--- src/rtl/ep_irq_pkg.sv ---
package ep_irq_pkg;
  localparam int DATA_EPS  = 3;
  localparam int SRC_KINDS = 4;
  localparam int DONE_SRC  = 0;

  typedef enum logic [1:0] {
    EP_CTRL = 2'b00,
    EP_ISO  = 2'b01,
    EP_BULK = 2'b10,
    EP_INTR = 2'b11
  } epType_e;

  typedef struct packed {
    logic frameEdge;
    logic resumeHit;
  } ctrlStrb_t;
endpackage

--- src/rtl/ep_irq_ctrl.sv ---
module ep_irq_ctrl
  import ep_irq_pkg::*;
(
  input  logic      clk,
  input  logic      rstN,
  input  logic      frameEnd,
  input  logic      suspendReq,
  input  logic      resumeStrobe,
  output ctrlStrb_t strb,
  output logic      eopfIrq,
  output logic      resumeIrq,
  output logic      suspended
);
  always_comb begin
    strb.frameEdge = frameEnd;
    strb.resumeHit = resumeStrobe & suspended;
  end

  always_ff @(posedge clk) begin
    if (!rstN) begin
      eopfIrq   <= 1'b0;
      resumeIrq <= 1'b0;
      suspended <= 1'b0;
    end else begin
      eopfIrq   <= strb.frameEdge;
      resumeIrq <= strb.resumeHit;
      if (strb.resumeHit)  suspended <= 1'b0;
      else if (suspendReq) suspended <= 1'b1;
    end
  end
endmodule

--- src/rtl/ep_irq_dir.sv ---
module ep_irq_dir
  import ep_irq_pkg::*;
#(
  parameter int NUM_DATA_EP = DATA_EPS,
  parameter int NUM_SRC     = SRC_KINDS,
  localparam int NUM_EP     = NUM_DATA_EP + 1,
  localparam int STS_W      = NUM_EP * NUM_SRC
) (
  input  logic                     clk,
  input  logic                     rstN,
  input  ctrlStrb_t                strb,
  input  logic [STS_W-1:0]         evt,
  input  logic [STS_W-1:0]         clr,
  input  logic [NUM_SRC-1:0]       mask,
  input  logic [2*NUM_DATA_EP-1:0] epType,
  input  logic [NUM_EP-1:0]        epEn,
  output logic [STS_W-1:0]         status,
  output logic                     irq,
  output logic                     isoMiss
);
  logic [STS_W-1:0]  maskRep;
  logic [NUM_EP-1:0] isoLate;
  logic [NUM_EP-1:0] enDly;

  always_ff @(posedge clk) begin
    if (!rstN) status <= '0;
    else       status <= (status & ~clr) | evt;
  end

  for (genvar e = 0; e < NUM_EP; e++) begin : g_mask
    assign maskRep[e*NUM_SRC +: NUM_SRC] = mask;
  end

  assign irq = |(status & maskRep);

  always_ff @(posedge clk) begin
    if (!rstN) enDly <= '0;
    else       enDly <= epEn;
  end

  assign isoLate[0] = 1'b0;

  for (genvar e = 1; e < NUM_EP; e++) begin : g_iso
    logic pend;
    logic done;
    logic isIso;
    assign done  = evt[e*NUM_SRC + DONE_SRC];
    assign isIso = (epType_e'(epType[2*(e-1) +: 2]) == EP_ISO);

    always_ff @(posedge clk) begin
      if (!rstN)                      pend <= 1'b0;
      else if (!epEn[e])              pend <= 1'b0;
      else if (strb.frameEdge)        pend <= 1'b1;
      else if (!enDly[e])             pend <= 1'b1;
      else if (done)                  pend <= 1'b0;
    end

    assign isoLate[e] = pend & ~done & epEn[e] & isIso;
  end

  always_ff @(posedge clk) begin
    if (!rstN) isoMiss <= 1'b0;
    else       isoMiss <= strb.frameEdge & (|isoLate);
  end
endmodule

--- src/rtl/ep_irq_hub.sv ---
module ep_irq_hub
  import ep_irq_pkg::*;
#(
  parameter int NUM_DATA_EP = DATA_EPS,
  parameter int NUM_SRC     = SRC_KINDS,
  localparam int NUM_EP     = NUM_DATA_EP + 1,
  localparam int STS_W      = NUM_EP * NUM_SRC
) (
  input  logic                     clk,
  input  logic                     rstN,
  input  logic [STS_W-1:0]         inEvt,
  input  logic [STS_W-1:0]         inClr,
  input  logic [NUM_SRC-1:0]       inMask,
  input  logic [2*NUM_DATA_EP-1:0] inEpType,
  input  logic [NUM_EP-1:0]        inEpEn,
  input  logic [STS_W-1:0]         outEvt,
  input  logic [STS_W-1:0]         outClr,
  input  logic [NUM_SRC-1:0]       outMask,
  input  logic [2*NUM_DATA_EP-1:0] outEpType,
  input  logic [NUM_EP-1:0]        outEpEn,
  input  logic                     frameEnd,
  input  logic                     suspendReq,
  input  logic                     resumeStrobe,
  output logic [STS_W-1:0]         inStatus,
  output logic [STS_W-1:0]         outStatus,
  output logic                     inIrq,
  output logic                     outIrq,
  output logic                     eopfIrq,
  output logic                     isoInMiss,
  output logic                     isoOutMiss,
  output logic                     resumeIrq,
  output logic                     suspended
);
  ctrlStrb_t strb;

  ep_irq_ctrl u_ctrl (
    .clk(clk), .rstN(rstN), .frameEnd(frameEnd), .suspendReq(suspendReq),
    .resumeStrobe(resumeStrobe), .strb(strb), .eopfIrq(eopfIrq),
    .resumeIrq(resumeIrq), .suspended(suspended)
  );

  ep_irq_dir #(.NUM_DATA_EP(NUM_DATA_EP), .NUM_SRC(NUM_SRC)) u_inDir (
    .clk(clk), .rstN(rstN), .strb(strb), .evt(inEvt), .clr(inClr),
    .mask(inMask), .epType(inEpType), .epEn(inEpEn), .status(inStatus),
    .irq(inIrq), .isoMiss(isoInMiss)
  );

  ep_irq_dir #(.NUM_DATA_EP(NUM_DATA_EP), .NUM_SRC(NUM_SRC)) u_outDir (
    .clk(clk), .rstN(rstN), .strb(strb), .evt(outEvt), .clr(outClr),
    .mask(outMask), .epType(outEpType), .epEn(outEpEn), .status(outStatus),
    .irq(outIrq), .isoMiss(isoOutMiss)
  );
endmodule

--- config.mk ---
export PLATFORM = sky130hd
export DESIGN_NAME = ep_irq_hub
export DESIGN_NICKNAME = d
export VERILOG_FILES = /design/src/rtl/ep_irq_pkg.sv /design/src/rtl/ep_irq_ctrl.sv /design/src/rtl/ep_irq_dir.sv /design/src/rtl/ep_irq_hub.sv
export SDC_FILE = /design/constraint.sdc
export NUM_CORES = 1
export LEC_CHECK = 0
export ABC_CLOCK_PERIOD_IN_PS = 1100
export BUFFER_PORTS_ARGS = -buffer_cell sky130_fd_sc_hd__buf_2
export CAP_MARGIN = 25
export CORE_UTILIZATION = 35
export CTS_BUF_LIST = sky130_fd_sc_hd__clkbuf_4 sky130_fd_sc_hd__clkbuf_8
export CTS_CLUSTER_DIAMETER = 50
export DETAILED_ROUTE_END_ITERATION = 10
export HOLD_SLACK_MARGIN = 0.03
export PLACE_DENSITY_LB_ADDON = 0.05
export SYNTH_ARGS = -nofsm -noshare
export SYNTH_HDL_FRONTEND = slang
export SYNTH_HIERARCHICAL = 1
export SYNTH_SLANG_ARGS = --single-unit
--- constraint.sdc ---
create_clock -name clk -period 1.1 [get_ports clk]
set_input_delay 0.22 -clock clk [delete_from_list [all_inputs] [get_ports clk]]
set_output_delay 0.22 -clock clk [all_outputs]
set_load 0.005 [all_outputs]
==> flow_summary.yaml, run 1 <==
yosys:
  ys_dominant_reg_cell: "dfxtp_1"
  ys.warnings.count: 6
  syn_inst: 175
  synth_cell_types: 20
  yosysMostFrequentCell: "dfxtp_1"
  synth_top_area_share: 0.5426
  syn_area_mm2: 0.001808
  synth_edf_count: 0
  ys_ff_latch: 49
  syn-num-nets: 272
  syn_avg_cell_area_um2: 10.33
  synthTopCellsByCount: "49 x dfxtp_1, 32 x o21a_1, 30 x nor2b_1"
  async_reset_ff_frac: 0
  yosys.area.top_type: "dfxtp_1"
  ys_top_cells_by_area: "dfxtp_1 54%, o21a_1 13%, nor2b_1 10%"
  ys_seq_area_frac: 0.5426
critical_path:
  endpoint_kind: "output port"
  r2r_setup_slack_ps: 250
  critPathKind: "flop to output port"
  critical_path_arrival_ps: 1260
  worstPathRequired_ps: 880
  worstSetupStartpointType: "flop"
  cp_max_fo: 2
pwr:
  p_leak_nw: 1.492
  total_power_mw: 3.682
  pwr-share-clk: 0.286
  switching_share: 0.2252
  power_density_mw_per_mm2: 1202
  power.switching_uw: 829.2
  peakVddDrop_mv: 0.7098
  p_seq_frac: 0.535
  power.internal_mw: 2.852
  pwr-share-comb: 0.179
cells_and_area:
  multi_input_area_um2: 834.6
  design_area_mm2: 0.003062
  drive_gt1_frac: 0.5843
  fin_util: 0.6315
  area_delta_synth_final_pct: 69.34
  regArea_mm2: 0.001006
  n_antenna_cell: 0
  final_nets: 429
  fillerInstances: 415
  layoutNonFillerInstCount: 399
clock_network:
  numCtsBuffers: 5
  root_buffer: "clkbuf_8"
  cts_tree: "yes"
  clockBufferDepth: 2
  clkTransAtPathRegs_ps: 80
  insertion_delay_ps: 290
  cts_setup_buffers: 0
  htree_levels: 2
  cts_hold_buf: 0
  clock-sinks: 49
floorplanning:
  die_width_um: 73.87
  die_area_mm2: 0.005457
  start_util: 0.3729
  die_h_um: 73.87
  rows: 25
  io_pins: 136
  core-area_mm2: 0.004848
timing:
  hold_viol_final: 0
  fmax_ghz: 0.6747
  maxSlewHeadroom: 0.8254
  timing.hold.ws_ps: 129.3
  clock_skew_ps: 1.260
  period_share: 1.347
  slew_violations: 0
  setup_viol: 2
  tightest_slew_ps: 259.1
  fin_ws_ps: -382.2
  period_needed_ps: 1482
  rsz0062_at_grt: "yes"
  tns_ps: -727.1
grt:
  grt_max_degree: 20
  antenna_found_initial: 0
  overflow: 0
  first_global_vias: 1644
  grt_pass1_wl_mm: 6.865
  grt_use_total: 0.1677
place:
  portBuffers: 133
  place.gp.congestion: 0.7646
  hpwlAfterDp_mm: 3.497
  pre_cts_slack_ps: -142.7
  placed_cells: 392
  placed_cell_area_mm2: 0.002678
route:
  initialDrtViolationCount: 30
  viasPerCell: 4.441
  detail-route-antenna-nets: 0
  drcViolationCount: 0
  num_vias: 1772
  routedWlPerCell_um: 11.27
  drt-total-wl_mm: 4.498
  first_pass_iters: 3
min_path:
  worstHoldPathType: "input port to flop"
status:
  violations: "setup timing"
  status: "finished, violations left"
flow_run:
  cap_violations: 0
sequential cells by signal, summed over array words and instances (netlist names):
register	flops
u_outDir/enDly	3
u_inDir/g_iso.pend	3
u_outDir/g_iso.pend	3
u_outDir/status	16
u_inDir/enDly	3
u_ctrl/suspended	1
u_ctrl/resumeIrq	1
u_inDir/status	16
u_ctrl/eopfIrq	1
u_inDir/isoMiss	1
u_outDir/isoMiss	1
cells by family after synthesis:
logic type | share of synthesized area
buf+inv | 0.04152
simple gates | 0.2125
compound gates | 0.2035
flops | 0.5426
what timing repair did:
action | 4_1_cts | 5_1_grt
endpoints found under the hold margin | 0 | 0
pin swaps | 5 | 2
gates cloned | 0 | 0
gates resized for setup | 20 | 47
setup endpoints to repair | 2 | 21
critical path, stage by stage (launching register included):
cell	delay, ps
dfxtp_2	350
o41ai_4	360
nand4_1	120
buf_2	150
power groups by stage:
stage               sequential (mW)  clock [mW]  combinational (mW)
floorplan                      1.98           0               0.194
CTS                            1.95        1.11               0.584
global route                   1.98        1.18               0.722
finish                         1.97        1.05               0.658
global placement               1.97           0               0.556
detailed placement             1.98           0               0.554
cell usage in the layout, fill, tap and decap left out, drive strengths merged:
cell / count
buf: 155
o41ai: 8
dfxtp: 49
nand3b: 6
and2: 2
a31oi: 6
o21a: 32
o21ai: 1
nor2: 3
and3: 1
nor2b: 32
nand2: 8
nand4: 2
clkbuf: 7
nand2b: 6
inv: 8
nor3: 4
o31ai: 2
path summary, 6_finish.rpt:
kind / cells after the start / start / end
setup reg to reg: 3 / u_inDir/status[2] / u_inDir/status[2]
hold / removal: 2 / outEvt[2] / u_outDir/status[2]
setup / recovery: 3 / u_inDir/status[0] / inIrq
hold reg to reg: 1 / u_inDir/enDly[3] / u_inDir/g_iso[3].pend
layer usage:
metal | global-route usage | share of wire | vias to the layer above
met5 | 0 | 0 | -
met4 | 0.06197 | 0.0056 | 0
met3 | 0.06722 | 0.080 | 2
met2 | 0.2844 | 0.48 | 77
met1 | 0.1886 | 0.44 | 777
li1 | - | - | 916
layout make-up:
type | count | area share
Inverter | 8 | 0.009808
Multi-Input combinational cell | 113 | 0.2726
Sequential cell | 49 | 0.3286
Tap cell | 67 | 0.02738
Clock buffer | 7 | 0.02942
Timing Repair Buffer | 155 | 0.3322
Power figures use the tool's default switching activity.
==> run 2: changes to the inputs <==
--- a/config.mk
+++ b/config.mk
@@ -14,6 +14,7 @@
 export DETAILED_ROUTE_END_ITERATION = 10
 export HOLD_SLACK_MARGIN = 0.03
 export PLACE_DENSITY_LB_ADDON = 0.05
+export RECOVER_POWER = 25
 export SYNTH_ARGS = -nofsm -noshare
 export SYNTH_HDL_FRONTEND = slang
 export SYNTH_HIERARCHICAL = 1
==> run 2 against run 1 <==
Routed wire length about the same; hold slack hardly changed; worst setup slack about the same; the run still ends with setup timing left; critical path type unchanged; flip-flop and latch count unchanged; total power shrank 0.18%; die area stayed put; cell count did not move; combinational power down 0.9%; first-iteration DRC count up 20%; design area shrank 0.37%.
==> flow_summary.yaml, run 2 (synthesized netlist as in run 1, its figures left out) <==
cells_and_area:
  fillerInstances: 420
  drive_gt1_frac: 0.5753
  regArea_mm2: 0.001006
  n_antenna_cell: 0
  final_common_cell: "buf_2"
  area_delta_synth_final_pct: 68.72
  top_regs: "u_inDir/status: 16 flops, u_outDir/status: 16 flops"
  final_cell_mix: "113 x buf_2, 37 x buf_6, 32 x o21a_1"
  final_nets: 429
  multi_input_area_um2: 834.6
clock_network:
  root_buffer: "clkbuf_8"
  cts_setup_buffers: 0
  clockBufferDepth: 2
  numCtsBuffers: 5
  insertion_delay_ps: 290
  cts_tree: "yes"
  clock-sinks: 49
  cts_hold_buf: 0
  htree_levels: 2
  clkTransAtPathRegs_ps: 80
critical_path:
  rr_startpoint: "u_inDir/status[2]"
  slowest_stage: "o41ai_4"
  crit_chain: "o41ai_4 > nand4_1 > buf_2"
  r2r_setup_slack_ps: 250
  cpPeakStageDelay_ps: 360
  critPathKind: "flop to output port"
  reg2reg_depth: 3
  worstSetupStartpointType: "flop"
  r2r-end: "u_inDir/status[2]"
  cp_max_fo: 2
  critical_path_arrival_ps: 1260
  endpoint_kind: "output port"
  worstPathRequired_ps: 880
route:
  detail-route-antenna-nets: 0
  initialDrtViolationCount: 36
  drcViolationCount: 0
  num_vias: 1779
  first_pass_iters: 4
  drt-total-wl_mm: 4.496
  viasPerCell: 4.459
  routedWlPerCell_um: 11.27
floorplanning:
  core-area_mm2: 0.004848
  die_area_mm2: 0.005457
  io_pins: 136
  die_width_um: 73.87
  die_h_um: 73.87
  start_util: 0.3729
  rows: 25
flow_run:
  cap_violations: 0
grt:
  grt_max_degree: 20
  grt_pass1_wl_mm: 6.865
  antenna_found_initial: 0
  first_global_vias: 1644
  overflow: 0
  grt_use_total: 0.1677
pwr:
  p_seq_frac: 0.536
  power.switching_uw: 827.8
  power.internal_mw: 2.847
  total_power_mw: 3.675
  p_leak_nw: 1.481
  power_density_mw_per_mm2: 1205
  peakVddDrop_mv: 0.7094
  pwr-share-clk: 0.287
  pwr-share-comb: 0.177
  switching_share: 0.2253
status:
  status: "finished, violations left"
  violations: "setup timing"
min_path:
  hold_path_end: "u_outDir/status[2]"
  min_from: "outEvt[2]"
  worstHoldPathType: "input port to flop"
  hold_path_depth: 2
timing:
  slew_violations: 0
  rsz0062_at_grt: "yes"
  tightest_slew_ps: 506.2
  clock_skew_ps: 1.237
  fmax_ghz: 0.6749
  period_needed_ps: 1482
  hold_viol_final: 0
  setup_viol: 2
  fin_ws_ps: -381.8
  timing.hold.ws_ps: 129.3
  period_share: 1.347
  maxSlewHeadroom: 0.6625
place:
  hpwlAfterDp_mm: 3.497
  portBuffers: 133
  place.gp.congestion: 0.7646
==> run 2: layout make-up <==
| cell class | count | share of cell area |
|---|---|---|
| inverters | 8 | 0.009844 |
| flip-flops and latches | 49 | 0.3298 |
| clock buffers | 7 | 0.02953 |
| multi-input cells | 113 | 0.2736 |
| repair buffers | 155 | 0.3298 |
| well taps | 67 | 0.02748 |
==> run 2: what timing repair did <==
action,CTS,global route
resized for setup,20,47
endpoints found under the setup margin,2,21
pin swaps,5,2
==> run 2: worst max-delay path, delay by kind of cell (launching register included) <==
kind	cells	cell delay, ps
AOI/OAI and AO/OA	1	360
buffers and inverters	1	150
DFF	1	340
and+or+nand+nor	1	120
==> run 2: metal layers <==
metal  track usage  share of wire  vias up
met4       0.06197         0.0056        0
met1        0.1886           0.43      782
li1              -              -      916
met3       0.06722          0.081        2
met5             0              0        -
met2        0.2844           0.48       79
==> run 2: power groups by stage <==
stage	Combinational, mW	Clock, mW	Sequential (mW)
floorplan	0.194	0	1.98
global placement	0.556	0	1.97
detailed placement	0.554	0	1.98
CTS	0.584	1.11	1.95
global route	0.716	1.18	1.98
finish	0.652	1.05	1.97
==> run 2: how the worst max path moves through the flow <==
stage | end | from | depth (start not counted) | slack, ps
floorplan | inIrq | u_inDir/status[13] | 2 | 100
finish | inIrq | u_inDir/status[0] | 3 | -380
global route | inIrq | u_inDir/status[2] | 3 | -480
global placement | inIrq | u_inDir/status[12] | 3 | -140
detailed placement | inIrq | u_inDir/status[12] | 3 | -140
CTS | inIrq | u_inDir/status[0] | 3 | -400
==> run 2: through the flow <==
step	instances	setup slack, ps	area (um2)	TNS (ps)	util
finish	399	-381.8	3050	-726.6	0.6292
global route	399	-482.3	3050	-999.9	0.6292
CTS	399	-401.9	2864	-783.9	0.5907
detailed placement	392	-142.7	2678	-273.1	0.5523
global placement	392	-139.0	2678	-252.6	0.5523
floorplan	175	100.9	1808	0	-
